File: src/rtl/gcl_pkg.sv
package gcl_pkg;

   typedef enum logic {
      ESIZE_WORD  = 1'b0,
      ESIZE_DWORD = 1'b1
   } esize_e;

   function automatic int unsigned esize_bytes(esize_e sz);
      return (sz == ESIZE_DWORD) ? 32'd8 : 32'd4;
   endfunction

   function automatic int unsigned esize_shift(esize_e sz);
      return (sz == ESIZE_DWORD) ? 32'd3 : 32'd2;
   endfunction

endpackage

File: src/rtl/gcl_lane.sv
module gcl_lane
   import gcl_pkg::*;
#(
   parameter int ADDR_W     = 48,
   parameter int IDX_W      = 32,
   parameter int LINE_BYTES = 64,
   localparam int OFF_W     = $clog2(LINE_BYTES),
   localparam int LINE_W    = ADDR_W - OFF_W
) (
   input  logic [ADDR_W-1:0] base,
   input  logic [IDX_W-1:0]  index,
   input  esize_e            esize,
   input  logic              active,
   output logic [LINE_W-1:0] line,
   output logic [OFF_W-1:0]  offset,
   output logic              split
);
   localparam int SIDX_W = IDX_W + 3;
   localparam int SHI_W  = SIDX_W - OFF_W;

   logic [SIDX_W-1:0] scaled;
   logic [OFF_W:0]    low_sum;
   logic [LINE_W-1:0] idx_hi;
   logic [OFF_W:0]    tail;
   logic [OFF_W:0]    esz;

   always_comb begin
      scaled = SIDX_W'({3'b000, index} << esize_shift(esize));
   end

   assign low_sum = {1'b0, base[OFF_W-1:0]} + {1'b0, scaled[OFF_W-1:0]};

   generate
      if (SIDX_W < ADDR_W) begin : g_idx_extend
         assign idx_hi = {{(LINE_W-SHI_W){1'b0}}, scaled[SIDX_W-1:OFF_W]};
      end else begin : g_idx_exact
         assign idx_hi = scaled[SIDX_W-1:OFF_W];
      end
   endgenerate

   // Line number: upper base bits plus upper index bits plus the low-sum carry.
   assign line = base[ADDR_W-1:OFF_W] + idx_hi + LINE_W'(low_sum[OFF_W]);

   assign esz    = (OFF_W+1)'(esize_bytes(esize));
   assign tail   = {1'b0, low_sum[OFF_W-1:0]} + esz;
   assign split  = active && (tail > (OFF_W+1)'(LINE_BYTES));
   assign offset = active ? low_sum[OFF_W-1:0] : '0;

endmodule

File: src/rtl/gcl_group.sv
module gcl_group #(
   parameter int N_ELEM = 8,
   parameter int LINE_W = 42,
   localparam int GID_W = $clog2(N_ELEM)
) (
   input  logic [N_ELEM-1:0][LINE_W-1:0] line,
   input  logic [N_ELEM-1:0]             active,
   input  logic [N_ELEM-1:0]             split,
   output logic [N_ELEM-1:0]             leader,
   output logic [N_ELEM-1:0][GID_W-1:0]  gid
);
   logic [N_ELEM-1:0] mergeable;

   assign mergeable = active & ~split;

   generate
      for (genvar i = 0; i < N_ELEM; i++) begin : g_elem
         logic [GID_W-1:0] gid_c;
         logic             lead_c;
         logic             hit;

         always_comb begin
            gid_c  = GID_W'(i);
            lead_c = 1'b0;
            hit    = 1'b0;
            if (!active[i]) begin
               gid_c = '0;
            end else if (split[i]) begin
               lead_c = 1'b1;
            end else begin
               for (int j = 0; j < i; j++) begin
                  if (!hit && mergeable[j] && (line[j] == line[i])) begin
                     hit   = 1'b1;
                     gid_c = GID_W'(j);
                  end
               end
               lead_c = !hit;
            end
         end

         assign gid[i]    = gid_c;
         assign leader[i] = lead_c;
      end
   endgenerate

endmodule

File: src/rtl/gcl_popcount.sv
module gcl_popcount #(
   parameter int N_ELEM = 8,
   localparam int CNT_W = $clog2(N_ELEM + 1)
) (
   input  logic [N_ELEM-1:0] bits,
   output logic [CNT_W-1:0]  count
);
   always_comb begin
      count = '0;
      for (int k = 0; k < N_ELEM; k++) begin
         count = count + CNT_W'(bits[k]);
      end
   end
endmodule

File: src/rtl/gather_line_coalescer.sv
module gather_line_coalescer
   import gcl_pkg::*;
#(
   parameter int N_ELEM     = 8,
   parameter int ADDR_W     = 48,
   parameter int IDX_W      = 32,
   parameter int LINE_BYTES = 64,
   localparam int OFF_W     = $clog2(LINE_BYTES),
   localparam int GID_W     = $clog2(N_ELEM),
   localparam int CNT_W     = $clog2(N_ELEM + 1)
) (
   input  logic                      clk,
   input  logic                      rst_n,
   input  logic                      in_valid,
   output logic                      in_ready,
   input  logic [ADDR_W-1:0]         in_base,
   input  logic [N_ELEM*IDX_W-1:0]   in_index,
   input  logic [N_ELEM-1:0]         in_mask,
   input  logic                      in_elem8,
   output logic                      out_valid,
   output logic [N_ELEM-1:0]         out_leader,
   output logic [N_ELEM-1:0]         out_split,
   output logic [N_ELEM*GID_W-1:0]   out_group,
   output logic [N_ELEM*OFF_W-1:0]   out_offset,
   output logic [CNT_W-1:0]          out_line_count
);
   localparam int LINE_W = ADDR_W - OFF_W;

   initial begin
      assert (N_ELEM >= 2 && N_ELEM <= 16)
         else $error("N_ELEM must lie in 2..16");
      assert (LINE_BYTES >= 8 && (1 << OFF_W) == LINE_BYTES)
         else $error("LINE_BYTES must be a power of two of at least 8");
      assert (IDX_W + 3 <= ADDR_W && IDX_W + 3 > OFF_W)
         else $error("IDX_W must satisfy OFF_W < IDX_W+3 <= ADDR_W");
   end

   esize_e                           esize;
   logic [N_ELEM-1:0][LINE_W-1:0]    lane_line;
   logic [N_ELEM-1:0][OFF_W-1:0]     lane_off;
   logic [N_ELEM-1:0]                lane_split;
   logic [N_ELEM-1:0]                grp_leader;
   logic [N_ELEM-1:0][GID_W-1:0]     grp_gid;
   logic [CNT_W-1:0]                 lead_count;
   logic                             accept;

   assign esize  = esize_e'(in_elem8);
   assign accept = in_valid && in_ready;

   generate
      for (genvar i = 0; i < N_ELEM; i++) begin : g_lane
         gcl_lane #(
            .ADDR_W     (ADDR_W),
            .IDX_W      (IDX_W),
            .LINE_BYTES (LINE_BYTES)
         ) u_lane (
            .base   (in_base),
            .index  (in_index[i*IDX_W +: IDX_W]),
            .esize  (esize),
            .active (in_mask[i]),
            .line   (lane_line[i]),
            .offset (lane_off[i]),
            .split  (lane_split[i])
         );
      end
   endgenerate

   gcl_group #(
      .N_ELEM (N_ELEM),
      .LINE_W (LINE_W)
   ) u_group (
      .line   (lane_line),
      .active (in_mask),
      .split  (lane_split),
      .leader (grp_leader),
      .gid    (grp_gid)
   );

   gcl_popcount #(
      .N_ELEM (N_ELEM)
   ) u_count (
      .bits  (grp_leader),
      .count (lead_count)
   );

   always_ff @(posedge clk or negedge rst_n) begin
      if (!rst_n) begin
         in_ready       <= 1'b0;
         out_valid      <= 1'b0;
         out_leader     <= '0;
         out_split      <= '0;
         out_group      <= '0;
         out_offset     <= '0;
         out_line_count <= '0;
      end else begin
         in_ready  <= 1'b1;
         out_valid <= accept;
         if (accept) begin
            out_leader     <= grp_leader;
            out_split      <= lane_split;
            out_group      <= grp_gid;
            out_offset     <= lane_off;
            out_line_count <= lead_count;
         end
      end
   end

   // Result appears exactly one cycle after acceptance.
   assert_result_latency_R8: assert property (@(posedge clk) disable iff (!rst_n)
      accept |=> out_valid);
   assert_no_spurious_valid_R8: assert property (@(posedge clk) disable iff (!rst_n)
      !accept |=> !out_valid);
   assert_results_hold_R8: assert property (@(posedge clk) disable iff (!rst_n)
      !accept |=> ($stable(out_leader) && $stable(out_group) && $stable(out_offset)));
   // Masked-off elements never lead or split.
   assert_inactive_quiet_R6: assert property (@(posedge clk) disable iff (!rst_n)
      out_valid |-> (((out_leader | out_split) & ~$past(in_mask)) == '0));
   // A split element always leads its own fetch.
   assert_split_leads_R5: assert property (@(posedge clk) disable iff (!rst_n)
      out_valid |-> ((out_split & ~out_leader) == '0));
   // The lowest active element always leads.
   assert_first_active_leads_R4: assert property (@(posedge clk) disable iff (!rst_n)
      (accept && in_mask[0]) |=> out_leader[0]);
   // Count agrees with the registered leader flags.
   assert_count_matches_R7: assert property (@(posedge clk) disable iff (!rst_n)
      out_valid |-> ($countones(out_leader) == int'(out_line_count)));

endmodule

File: config.mk
export PLATFORM = sky130hd
export DESIGN_NAME = gather_line_coalescer
export DESIGN_NICKNAME = d
export VERILOG_FILES = /design/src/rtl/gcl_pkg.sv /design/src/rtl/gcl_lane.sv /design/src/rtl/gcl_group.sv /design/src/rtl/gcl_popcount.sv /design/src/rtl/gather_line_coalescer.sv
export SDC_FILE = /design/constraint.sdc
export NUM_CORES = 2
export LEC_CHECK = 0
export ABC_CLOCK_PERIOD_IN_PS = 2300
export BUFFER_PORTS_ARGS = -buffer_cell sky130_fd_sc_hd__buf_2
export CAP_MARGIN = 10
export CORE_UTILIZATION = 55
export DETAILED_ROUTE_END_ITERATION = 10
export PLACE_DENSITY = 0.76
export SLEW_MARGIN = 10
export SYNTH_ARGS = -nofsm -noshare
export SYNTH_HDL_FRONTEND = slang
export SYNTH_SLANG_ARGS = --single-unit
File: constraint.sdc
create_clock -name clk -period 2.3 [get_ports clk]
set_clock_uncertainty 0.2 [all_clocks]
set_input_delay 0.345 -clock clk [delete_from_list [all_inputs] [get_ports clk]]
set_output_delay 0.345 -clock clk [all_outputs]
set_load 0.1 [all_outputs]
==> impl_metrics.ini, run 1 <==
[synth]
ys_types = 106
synth_area_um2 = 36800
synthArstFlopShare = 1.00
synth-seq-cells = 84
syn_inst = 4875
synth_edf_count = 0
ys.flop_type = dfrtp_1
yosys_warnings = 0
syn_area_per_cell_um2 = 7.56
seq_area_frac_synth = 0.0570

[placed_design]
hpwl_mm = 179
port_buffers = 401
dp.cells = 7766
place.gp.congestion = 1.51

[status]
error_line = [ERROR GRT-0116] Global routing finished with congestion. Check the congestion regions in the DRC Viewer.
stop_stage = global routing
status = did not finish

[die]
io_pins = 410
start_util = 0.558
die_y_um = 261
rows = 94
die_w_um = 261

[global_routing]
grt_pass1_wl_mm = 470
grtUsageTotal = 0.920
grt_pass1_vias = 67385
grt_max_degree = 67
grt_remaining_overflow = 2341

[clock_tree]
cts_buffers = 9
clk_path_buf_depth = 2
cts_max_level = 3
cts_sinks = 84
ctsRootBufferMaster = clkbuf_16
## metrics by stage
stage	setup TNS [ns]	utilization	hold slack (ns)	cell area, um2	setup slack [ns]
4_1_cts	-104.33	0.854	0.182	56300	-5.41
2_1_floorplan	-93.88	-	-0.151	37800	-5.01
3_3_place_gp	-115.23	0.820	0.0518	54100	-5.75
3_5_place_dp	-123.53	0.820	0.0580	54100	-5.93
## synth_stat cells, types with 47 or more instances
library cell | count | area (um2)
ha_1 | 275 | 3440
o21a_1 | 65 | 488
or4_1 | 47 | 353
xnor3_1 | 48 | 1080
dfrtp_1 | 84 | 2100
o211ai_1 | 79 | 593
nor2_1 | 250 | 938
a211oi_1 | 56 | 420
clkbuf_1 | 217 | 815
a21o_1 | 91 | 683
and2_1 | 63 | 394
nor3_1 | 136 | 681
a21oi_1 | 348 | 1740
or3_1 | 48 | 300
nand4_1 | 169 | 1060
xor2_1 | 404 | 3540
inv_1 | 85 | 319
nand3_1 | 165 | 826
o21ai_0 | 238 | 1190
nand2_1 | 405 | 1520
xnor2_1 | 495 | 4340
mux2_2 | 239 | 2690
nor4_1 | 121 | 757
## per-layer routing
metal / overflow / GRT usage
met5: 30 / 0.692
met4: 545 / 0.942
met3: 167 / 0.838
met2: 1434 / 1.05
met1: 165 / 0.873
## timing repair
action                                  in CTS
hold buffers                                 1
setup buffers                               66
endpoints found under the setup margin      36
gates cloned                                 2
pin swaps                                  122
resized for setup                          285
endpoints found under the hold margin       19
## logic make-up after synthesis
logic type,synth area share
fa+ha+maj,0.113
mux,0.0817
other cells,0.000204
simple gates,0.228
compound gates,0.233
xor+xnor,0.250
flops,0.0570
buf+inv,0.0374
==> run 2, diff against run 1 <==
--- a/config.mk
+++ b/config.mk
@@ -8,9 +8,9 @@
 export ABC_CLOCK_PERIOD_IN_PS = 2300
 export BUFFER_PORTS_ARGS = -buffer_cell sky130_fd_sc_hd__buf_2
 export CAP_MARGIN = 10
-export CORE_UTILIZATION = 55
+export CORE_UTILIZATION = 40
 export DETAILED_ROUTE_END_ITERATION = 10
-export PLACE_DENSITY = 0.76
+export PLACE_DENSITY_LB_ADDON = 0.15
 export SLEW_MARGIN = 10
 export SYNTH_ARGS = -nofsm -noshare
 export SYNTH_HDL_FRONTEND = slang
==> impl_metrics.ini, run 2 <==
[routing]
drc_errors = 0
wl_per_cell_um = 30.6
first_pass_iters = 8
drt_wl_total_mm = 259
via_per_inst = 6.34
drtIter0Drc = 6912
vias = 53619
drtAntennaViolNets = 0

[synth]
synthArstFlopShare = 1.00
netlist.area_leader.share = 0.118
yosys_warnings = 0
syn_inst = 4875
synth_edf_count = 0
synth.most_common_cell = xnor2_1
yosysTopAreaCell = xnor2_1
ys_types = 106
synth_area_leaders = xnor2_1 (12%), xor2_1 (9.6%), ha_1 (9.3%)
seq_area_frac_synth = 0.0570
synth_area_um2 = 36800
ys.flop_type = dfrtp_1
syn_area_per_cell_um2 = 7.56
synth-seq-cells = 84
synth_common_cells = xnor2_1 (495), nand2_1 (405), xor2_1 (404)

[worst_setup_path]
worstPathRequired_ns = 2.38
crit_arrival_ns = 7.97
crit_fanout = 7
start_kind = primary input
criticalPathCategory = in -> reg
timing.rr.end = out_group[18]
r2r_start = in_ready
r2r_cells = 4
cpMostUsedCell = fa_2
reg2reg_slack_ns = 0.26
cp-end-kind = flip-flop
worst_path_max_delay_cell = fa_1
critPathMaxStageDelay_ns = 0.51

[sta]
rsz0062_at_grt = true
relSlewSlack = 0.123
fmax_mhz = 127
hold_violations = 0
setup_ws_ns = -5.59
tightest_slew_ns = 1.30
min_period_over_period = 3.43
setup_viol = 39
whs_ns = 0.224
drv_slew = 0
post-route-min-period_ns = 7.89

[finish]
final_common_cell = buf_4
stdcell_area_um2 = 60400
area_growth_syn_to_layout_pct = 63.8
num-nets-final = 7883
top_regs = out_offset x48, out_group x16, out_split x8
drive_gt1_frac = 0.459
largest_register = out_offset
largest_reg_flops = 48
final_cell_mix = buf_4 (2,077), xnor2_1 (462), buf_2 (399), nand2_1 (397), xor2_1 (379)
final_core_util = 0.667

[pwr]
power_mw = 41.5
switchingPower_mw = 22.5
seqPwrFrac = 0.043
p_leak_nw = 28.1
clkPwrFrac = 0.037
combPwrFrac = 0.919
power_switching_share = 0.541
intPower_mw = 19.0
p_per_area_nw_per_um2 = 688
peakVddDrop_mv = 0.487

[die]
die_area_um2 = 93300
die_y_um = 306
rows = 110
start_util = 0.407
io_pins = 410
die_w_um = 306
core_area_um2 = 90600

[global_routing]
grt_remaining_overflow = 0
grt_pass1_wl_mm = 349
antenna_found_initial = 20
grtUsageTotal = 0.516
grt_pass1_vias = 51405
grt_max_degree = 59

[clock_tree]
cts_tree = built
insertion_delay_ns = 0.36
cts_sinks = 84
clk_path_buf_depth = 2
cts_max_level = 3
ctsRootBufferMaster = clkbuf_16
clk_pin_slew_worst_paths_ns = 0.08
cts_buffers = 9

[min_path]
min_path_cells = 4
min_to = out_offset[26]
min-delay-start = in_mask[4]
hold_class = in -> reg

[placed_design]
hpwl_mm = 212
place.gp.congestion = 1.15
port_buffers = 401
place_area_um2 = 56800

[status]
status = complete, but fails checks
violations = negative setup slack

[flow_run]
maxCapViolations = 0
run 2: area by class of cell:
| type | instances | area (um2) |
|---|---|---|
| fillers | 7540 | 30200 |
| clock buffers | 9 | 225 |
| diodes | 20 | 50.0 |
| inverters | 85 | 319 |
| flip-flops and latches | 84 | 2100 |
| clock inverters | 7 | 76.3 |
| repair buffers | 2630 | 20000 |
| well taps | 1176 | 1470 |
| multi-input cells | 4446 | 36100 |
run 2: critical path, delay by kind of cell:
family          cells  cell delay, ns
fa+ha+maj           8            2.69
compound gates      8            1.67
buf+inv            11            1.64
simple gates        7            1.25
xor+xnor            2            0.33
run 2: stage by stage:
stage	setup WS, ns	std cells	TNS [ns]
global route	-5.70	8441	-110.49
floorplan	-5.01	4881	-93.88
finish	-5.59	8457	-108.69
global placement	-6.01	8327	-129.03
detailed placement	-6.18	8327	-132.37
CTS	-5.37	8397	-102.49
run 2: worst max path at each step:
stage,endpoint,depth (start not counted),from
5_1_grt,out_line_count[2],32,in_elem8
6_report,out_line_count[2],36,in_elem8
3_5_place_dp,out_line_count[2],37,in_elem8
3_3_place_gp,out_line_count[1],33,in_elem8
2_1_floorplan,out_line_count[1],31,in_elem8
4_1_cts,out_line_count[2],35,in_index[0]
run 2: logic make-up after synthesis:
| family | count (synthesis) | synth area share |
|---|---|---|
| buf+inv | 351 | 0.0374 |
| simple gates | 1621 | 0.228 |
| other cells | 2 | 0.000204 |
| fa+ha+maj | 311 | 0.113 |
| xor+xnor | 959 | 0.250 |
| mux | 271 | 0.0817 |
| compound gates | 1276 | 0.233 |
| flops | 84 | 0.0570 |
run 2: repair_timing:
item / 4_1_cts / 5_1_grt
setup endpoints to repair: 40 / 38
gates resized for setup: 254 / 236
pin swaps: 94 / 128
gates cloned: 1 / 0
hold endpoints to repair: 36 / 0
setup buffers: 56 / 51
hold buffers: 1 / 0
run 2: metal layers:
| layer | vias up | GRT usage | wire (um) |
|---|---|---|---|
| li1 | 22935 | - | - |
| met1 | 25275 | 0.597 | 91800 |
| met2 | 4003 | 0.794 | 108000 |
| met3 | 1396 | 0.132 | 30100 |
| met4 | 10 | 0.445 | 28500 |
| met5 | - | 0 | 201 |
run 2: power groups by stage:
stage	registers (mW)	logic (mW)	clock network [mW]
CTS	1.77	35.4	1.50
global placement	1.79	34.0	0
finish	1.80	38.2	1.54
detailed placement	1.80	34.3	0
floorplan	3.12	16.1	0
global route	1.81	39.1	1.56
Power figures use the tool's default switching activity.
